--- src/rtl/spi_xfer_pkg.sv ---
package spi_xfer_pkg;

  typedef enum logic {
    ST_IDLE = 1'b0,
    ST_RUN  = 1'b1
  } xfer_state_t;

  typedef struct packed {
    logic pol;
    logic pha;
    logic lsb;
  } xfer_cfg_t;

endpackage

--- src/rtl/spi_half_tick.sv ---
module spi_half_tick #(
  parameter int DIV = 3
) (
  input  logic clk,
  input  logic rst,
  input  logic run,
  output logic tick
);
  localparam int CW = (DIV > 0) ? $clog2(DIV + 1) : 1;
  localparam logic [CW-1:0] LIMIT = CW'(DIV);

  logic [CW-1:0] cnt;

  assign tick = run && (cnt == LIMIT);

  always_ff @(posedge clk) begin
    if (rst || !run) begin
      cnt <= '0;
    end else if (tick) begin
      cnt <= '0;
    end else begin
      cnt <= cnt + 1'b1;
    end
  end
endmodule

--- src/rtl/spi_shift_unit.sv ---
module spi_shift_unit #(
  parameter int W = 8
) (
  input  logic         clk,
  input  logic         rst,
  input  logic         load,
  input  logic [W-1:0] tx_in,
  input  logic         lsb,
  input  logic         tx_step,
  input  logic         rx_step,
  input  logic         miso,
  output logic         mosi,
  output logic [W-1:0] rx_word
);
  logic [W-1:0] tx_sr;
  logic [W-1:0] rx_sr;

  assign mosi    = lsb ? tx_sr[0] : tx_sr[W-1];
  assign rx_word = rx_sr;

  always_ff @(posedge clk) begin
    if (rst) begin
      tx_sr <= '0;
    end else if (load) begin
      tx_sr <= tx_in;
    end else if (tx_step) begin
      tx_sr <= lsb ? (tx_sr >> 1) : (tx_sr << 1);
    end
  end

  always_ff @(posedge clk) begin
    if (rst) begin
      rx_sr <= '0;
    end else if (rx_step) begin
      rx_sr <= lsb ? {miso, rx_sr[W-1:1]} : {rx_sr[W-2:0], miso};
    end
  end
endmodule

--- src/rtl/spi_xfer_engine.sv ---
module spi_xfer_engine
  import spi_xfer_pkg::*;
#(
  parameter int W   = 8,
  parameter int DIV = 3
) (
  input  logic         clk,
  input  logic         rst,
  input  logic         start,
  input  logic [W-1:0] tx_byte,
  input  logic         cpol,
  input  logic         cpha,
  input  logic         lsb_first,
  input  logic         miso,
  output logic         sclk,
  output logic         mosi,
  output logic         ss_n,
  output logic         busy,
  output logic         done,
  output logic [W-1:0] rx_byte
);
  localparam int NEDGE = 2 * W;
  localparam int ECW   = $clog2(NEDGE + 1);
  localparam logic [ECW-1:0] LAST_EDGE = ECW'(NEDGE);

  xfer_state_t    state;
  xfer_cfg_t      cfg_q;
  logic [ECW-1:0] edge_cnt;
  logic           sclk_r, ss_n_r, busy_r, done_r;
  logic [W-1:0]   rx_q;
  logic [W-1:0]   rx_word;

  logic tick, accept, edge_evt, leading, sample_evt, setup_evt;

  // Half-period timebase runs only while a transfer is active.
  spi_half_tick #(.DIV(DIV)) u_tick (
    .clk (clk),
    .rst (rst),
    .run (state == ST_RUN),
    .tick(tick)
  );

  // Edge classification: phase 0 samples on leading edges, phase 1 on
  // trailing ones; the first leading edge in phase 1 has its bit preloaded.
  always_comb begin
    accept     = (state == ST_IDLE) && start;
    edge_evt   = tick && (edge_cnt != LAST_EDGE);
    leading    = !edge_cnt[0];
    sample_evt = edge_evt && (leading ^ cfg_q.pha);
    setup_evt  = edge_evt && !(leading ^ cfg_q.pha) &&
                 !(cfg_q.pha && (edge_cnt == '0));
  end

  spi_shift_unit #(.W(W)) u_shift (
    .clk    (clk),
    .rst    (rst),
    .load   (accept),
    .tx_in  (tx_byte),
    .lsb    (cfg_q.lsb),
    .tx_step(setup_evt),
    .rx_step(sample_evt),
    .miso   (miso),
    .mosi   (mosi),
    .rx_word(rx_word)
  );

  always_ff @(posedge clk) begin
    if (rst) begin
      state    <= ST_IDLE;
      cfg_q    <= '0;
      edge_cnt <= '0;
      sclk_r   <= 1'b0;
      ss_n_r   <= 1'b1;
      busy_r   <= 1'b0;
      done_r   <= 1'b0;
      rx_q     <= '0;
    end else begin
      done_r <= 1'b0;
      unique case (state)
        ST_IDLE: begin
          sclk_r   <= cpol;
          edge_cnt <= '0;
          if (start) begin
            cfg_q  <= '{pol: cpol, pha: cpha, lsb: lsb_first};
            state  <= ST_RUN;
            ss_n_r <= 1'b0;
            busy_r <= 1'b1;
          end
        end
        ST_RUN: begin
          if (tick) begin
            if (edge_cnt == LAST_EDGE) begin
              state  <= ST_IDLE;
              ss_n_r <= 1'b1;
              busy_r <= 1'b0;
              done_r <= 1'b1;
              rx_q   <= rx_word;
            end else begin
              sclk_r   <= ~sclk_r;
              edge_cnt <= edge_cnt + 1'b1;
            end
          end
        end
      endcase
    end
  end

  assign sclk    = sclk_r;
  assign ss_n    = ss_n_r;
  assign busy    = busy_r;
  assign done    = done_r;
  assign rx_byte = rx_q;
endmodule

--- config.mk ---
export PLATFORM = sky130hd
export DESIGN_NAME = spi_xfer_engine
export DESIGN_NICKNAME = d
export VERILOG_FILES = /design/src/rtl/spi_xfer_pkg.sv /design/src/rtl/spi_half_tick.sv /design/src/rtl/spi_shift_unit.sv /design/src/rtl/spi_xfer_engine.sv
export SDC_FILE = /design/constraint.sdc
export NUM_CORES = 1
export LEC_CHECK = 0
export BUFFER_PORTS_ARGS = -buffer_cell sky130_fd_sc_hd__buf_2
export CAP_MARGIN = 20
export CORE_MARGIN = 2
export CORE_UTILIZATION = 40
export CTS_CLUSTER_SIZE = 14
export DETAILED_ROUTE_END_ITERATION = 10
export HOLD_SLACK_MARGIN = 0.05
export SYNTH_ARGS = -nofsm -noshare
export SYNTH_HDL_FRONTEND = slang
export SYNTH_SLANG_ARGS = --single-unit
export TNS_END_PERCENT = 30
--- constraint.sdc ---
create_clock -name clk -period 5.4 [get_ports clk]
set_input_delay 0.27 -clock clk [delete_from_list [all_inputs] [get_ports clk]]
set_output_delay 0.27 -clock clk [all_outputs]
set_load 0.1 [all_outputs]
==> reports/metrics.cfg, run 1 <==
[critical_path]
crit_arrival_ps=2500
cp-end-kind=flop
r2r_end=u_shift.tx_sr[1]
rr_worst_depth=4
crit_required_ps=5620
crit_path_max_incr_delay_ps=700
crit_family=simple AND/OR/NAND/NOR gates
cp_max_fo=21
cp_cell_sequence=nand2b_1 -> o41ai_4 -> or3b_2 -> a21oi_1
startpoint_type=flop
ff2ff_setup_slack_ps=3120
r2r-start=state
slowest_stage=nand2b_1
cp.buffers_inverters=0
crit_type=reg -> reg

[sta]
max_slew_margin_pct=40.1
finalHoldViolCount=0
setup_viol=0
post-route-period-util_pct=42.3
fin_tns_setup_ps=0
worst_slack_ps=3120
worstMarginPinSlew_ps=898
period_needed_ps=2280
fmax_ghz=0.438
final_max_slew_viol_count=0
rsz0062_at_grt=no
finClkSkew_ps=8.84

[clock_network]
ctsHoldBuffers=0
root_buffer=clkbuf_8
clk_latency_ps=290
ctsLongestPathBuffers=2
ctsResizeCount=0
numCtsBuffers=5
cts_tree=built
cts_setup_buffers=0
htree_levels=2
clk_pin_slew_ps=80
cts_sinks=38

[synth]
synth-seq-cells=38
yosysUniqueCellTypes=31
syn_area_um2=1740
syn_avg_cell_area_um2=9.26
yosysSeqAreaShare_pct=43.7
synth_edf_count=0
yosys_warnings=0
synthFlopType=dfxtp_1
syn_inst=188
async_reset_ff_share_pct=0
syn_nets=206

[layout]
final_nets=227
layout-drive-gt1-share_pct=23.3
fillers=412
n_antenna_cell=0
area_growth_pct=15.3
fin_cells=260

[place]
dp.final_hpwl_um=2370
port_buffers=27
dp_slack_ps=3130
gp_congestion=0.796
placedCellCount=252

[global_routing]
grt_overflow=0
grt.total_usage_pct=15.1
first_global_vias=1330
grt_pass1_wl_um=5930
grt_max_degree=33
antenna_found_initial=0

[hold_path]
worstHoldEndpoint=cfg_q[1]
holdPathStages=3
hold_start=cpha
min_path_type=in -> reg

[floorplan]
rows=23
die_h_um=70.0
coreArea_um2=4090
die_w_um=70.0
dieArea_um2=4890
start_util_pct=42.6
io_pins=28

[pwr]
p_per_area_nw_per_um2=323
ir_drop_mv=0.144
p_sw_w=0.000154
p_seq_share_pct=45.8
swShare_pct=23.8
p_int_w=0.000494
p_clk_share_pct=45.0
leakage_nw=0.764
combinationalPowerShare_pct=9.2

[status]
status=finished, final reports clean

[detailed_routing]
avgRoutedWirePerCell_um=13.6
drt_iter0_markers=67
viasPerCell=5.28
num_vias=1373
drc=0
ant_nets=0
first_pass_iters=4
drt_wl_total_um=3550

[job]
cap_violations=0

[worst max-delay path by stage]
| stage | start | cells past startpoint | to | slack [ps] |
|---|---|---|---|---|
| after global placement | state | 4 | u_shift.tx_sr[1] | 3220 |
| after detailed placement | state | 4 | u_shift.tx_sr[1] | 3130 |
| after global routing | state | 4 | u_shift.tx_sr[1] | 2910 |
| after CTS | state | 4 | u_shift.tx_sr[1] | 3120 |
| after floorplan | edge_cnt[0] | 7 | u_shift.tx_sr[0] | 3630 |
| final | state | 4 | u_shift.tx_sr[1] | 3120 |
[sequential cells by signal, indices dropped and copies added, names as in the netlist]
signal and cells:
ss_n 1, u_shift.rx_word 8, rx_byte 8, done 1, u_tick.cnt 2, cfg_q 2, busy 1, sclk 1
edge_cnt 5, u_shift.tx_sr 8, state 1
[worst register-to-register path, cell delays in order (launching register included)]
cell and delay, ps:
dfxtp_1 480, nand2b_1 700, o41ai_4 370, or3b_2 520
a21oi_1 130
[metal layers]
layer,routed length [um],global-route usage (%)
met3,174,5.05
met1,1720,18.8
met4,48,6.20
met2,1610,23.8
met5,0,0
[cells by family (layout without fill, tap and decap cells)]
kind of cell	count (synthesis)	count (layout)	synth area share (%)
compound gates	36	36	15.6
xor+xnor	5	5	2.52
buf+inv	17	39	4.82
mux	18	18	10.4
simple gates	71	71	20.8
fa+ha+maj	3	3	2.16
flops	38	38	43.7
[power by group through the flow]
| stage | sequential (W) | clock, W | combinational, W |
|---|---|---|---|
| after detailed placement | 0.000304 | 0 | 0.0000596 |
| after global routing | 0.000299 | 0.000307 | 0.0000642 |
| after floorplan | 0.000311 | 0 | 0.0000403 |
| after CTS | 0.000297 | 0.000294 | 0.0000599 |
| after global placement | 0.000303 | 0 | 0.0000586 |
| final | 0.000297 | 0.000292 | 0.0000598 |
[cells in the mapped netlist, types with 6 or more instances]
master    instances  area, um^2
or3b_2            6        52.6
a211oi_1          9        67.6
dfxtp_1          38         761
mux2i_1          17         170
nor3_1            7        35.0
buf_2             7        35.0
o221ai_1          6        52.6
nand2_1          24        90.1
a21oi_1          16        80.1
nor2_1           19        71.3
[per-stage QoR]
stage	util (%)	hold slack [ps]	instance area (um^2)	power [W]
final	49.1	209	2010	0.000648
after global routing	49.1	249	2010	0.000669
after CTS	49.1	207	2010	0.000651
after detailed placement	45.7	422	1870	0.000363
after global placement	45.7	415	1870	0.000362
after floorplan	-	364	1740	0.000351
[layout make-up]
type	instances	area, um^2	area share [%]
clock inverters	3	68.8	3.43
well taps	50	62.6	3.12
multi-input cells	133	896	44.6
clock buffers	5	68.8	3.43
flip-flops and latches	38	761	37.9
repair buffers	27	135	6.73
inverters	4	15.0	0.748
[cells in the final DEF (no fill, tap or decap)]
master     Yosys  final
o221ai_1       6      6
xnor2_1        1      1
nand2_1       24     24
mux2_2         1      1
clkinv_4       0      1
dfxtp_1       38     38
mux2i_1       17     17
nand2_2        1      1
a211oi_2       1      1
and4bb_4       1      1
buf_2          7     27
nor3_1         7      7
nor2_1        19     19
ha_1           3      3
o41ai_4        1      1
xor2_1         4      4
a21oi_1       16     16
nand2b_1       4      4
nor2b_1        1      1
a211oi_1       9      9
clkbuf_8       0      5
or3b_2         6      6
nor3b_1        1      1
o221a_2        2      2
bufinv_16      0      2
nor3_4         1      1
inv_1          4      4
nand4_1        2      2
nand3_1        3      3
a211o_1        1      1
nand3b_1       1      1
Power figures use the tool's default switching activity.
==> inputs of run 2 (changes only) <==
Clock period 5.4 ns to 1.9 ns, I/O delays scaled along.
==> run 2 against run 1 <==
Compared with the run above:
- cell area grew 5.6%
- cell count up 4.2%
- critical path depth grew 3
- sequential power increased to 2.8 times the previous value
- register-to-register slack got worse by 3000 ps
- critical endpoint is now u_shift.tx_sr[6]
==> reports/metrics.cfg, run 2 (synthesis results as in run 1) <==
[clock_network]
numCtsBuffers=5
clk_latency_ps=290
cts_tree=built
htree_levels=2
ctsLongestPathBuffers=2
root_buffer=clkbuf_8
clk_pin_slew_ps=80
cts_sinks=38

[floorplan]
die_w_um=70.0
die_h_um=70.0
rows=23
coreArea_um2=4090
io_pins=28
start_util_pct=42.6
dieArea_um2=4890

[critical_path]
crit_type=reg -> reg
crit_required_ps=2110
cp_cell_sequence=inv_1 -> ha_2 -> and4bb_4 -> o41ai_4 -> buf_4 -> or3b_2 -> a21oi_1
cp.buffers_inverters=2
r2r_end=u_shift.tx_sr[6]
crit_path_max_incr_delay_ps=440
crit_arrival_ps=2030
r2r-start=edge_cnt[1]
cp-end-kind=flop
startpoint_type=flop
crit_family=simple AND/OR/NAND/NOR gates
ff2ff_setup_slack_ps=80
slowest_stage=or3b_2
rr_worst_depth=7
cp_max_fo=16

[global_routing]
grt.total_usage_pct=15.3
grt_pass1_wl_um=5980
grt_max_degree=33
busiest_layer=met2
use_met3_pct=5.77
met2_usage_pct=25.2
first_global_vias=1327
antenna_found_initial=0
gr-usage-met1_pct=17.9
grt_overflow=0

[sta]
worst_slack_ps=77.1
post-route-period-util_pct=95.9
finClkSkew_ps=6.37
fmax_ghz=0.549
max_slew_margin_pct=61.5
worstMarginPinSlew_ps=577
final_max_slew_viol_count=0
finalHoldViolCount=0
period_needed_ps=1820
setup_viol=0

[layout]
n_antenna_cell=0
final_util_pct=51.9
final_common_cell=dfxtp_1
final_nets=238
layout-drive-gt1-share_pct=27.1
final_cell_mix=38 x dfxtp_1, 26 x buf_2, 24 x nand2_1, 19 x nor2_1, 17 x mux2i_1
fin_area_um2=2120
area_growth_pct=21.8

[hold_path]
worstHoldEndpoint=state
holdPathStages=3
min_path_type=in -> reg
hold_start=start

[detailed_routing]
avgRoutedWirePerCell_um=13.2
drt_wl_total_um=3570
viasPerCell=5.25
drc=0
first_pass_iters=4
num_vias=1422
ant_nets=0
drt_iter0_markers=39

[place]
port_buffers=27
dp.final_hpwl_um=2510
dp_slack_ps=85.1
dpl-instance-area_um2=1940
gp_congestion=0.902

[pwr]
ir_drop_mv=0.404
leakage_nw=0.824
p_per_area_nw_per_um2=885

[status]
status=finished, final reports clean

[job]
cap_violations=0

## run 2: stage by stage
stage	hold slack (ps)	TNS, ps	cells	total power [W]
floorplan	189	0	188	0.000998
global placement	326	0	260	0.00104
detailed placement	334	0	260	0.00105
CTS	75.9	0	270	0.00189
global route	119	-4.53	271	0.00194
finish	77.9	0	271	0.00188
## run 2: how the worst max path moves through the flow
stage,start,to,cells past startpoint
2_1_floorplan,edge_cnt[0],u_shift.tx_sr[0],7
3_3_place_gp,edge_cnt[1],rx_byte[2],6
3_5_place_dp,edge_cnt[0],u_shift.tx_sr[4],7
4_1_cts,edge_cnt[0],u_shift.tx_sr[6],7
5_1_grt,edge_cnt[1],u_shift.tx_sr[6],7
6_report,edge_cnt[1],u_shift.tx_sr[6],7
## run 2: report_power, final
group | internal, W | total [W] | switching [W] | leakage (nW)
clock network | 0.000560 | 0.000845 | 0.000285 | 0.0714
registers | 0.000818 | 0.000840 | 0.0000225 | 0.309
logic | 0.0000739 | 0.000190 | 0.000116 | 0.444
## run 2: cell type report
class / count / area (um^2)
timing repair buffer: 38 / 238
tap: 50 / 62.6
multi-input combinational: 133 / 901
clock inverter: 2 / 60.1
sequential: 38 / 761
inverter: 4 / 15.0
fill: 384 / 1970
clock buffer: 6 / 82.6
## run 2: what timing repair did
item	4_1_cts	5_1_grt
gates resized for setup	0	2
hold buffers	2	0
buffers inserted	0	1
hold endpoints to repair	2	0
endpoints found under the setup margin	0	11
## run 2: worst reg2reg max path, delay by kind of cell, from the launching register on
| family | cells | cell delay, ps |
|---|---|---|
| DFF | 1 | 340 |
| AOI/OAI and AO/OA | 2 | 230 |
| adders and majority gates | 1 | 190 |
| and+or+nand+nor | 2 | 730 |
| buffers and inverters | 2 | 260 |
## run 2: routing by layer
metal	share of wire, %	vias to the layer above	wire length, um
met2	49	26	1740
met4	1.2	0	43
met3	3.9	4	140
met1	46	664	1640
li1	-	728	-
met5	0	-	0
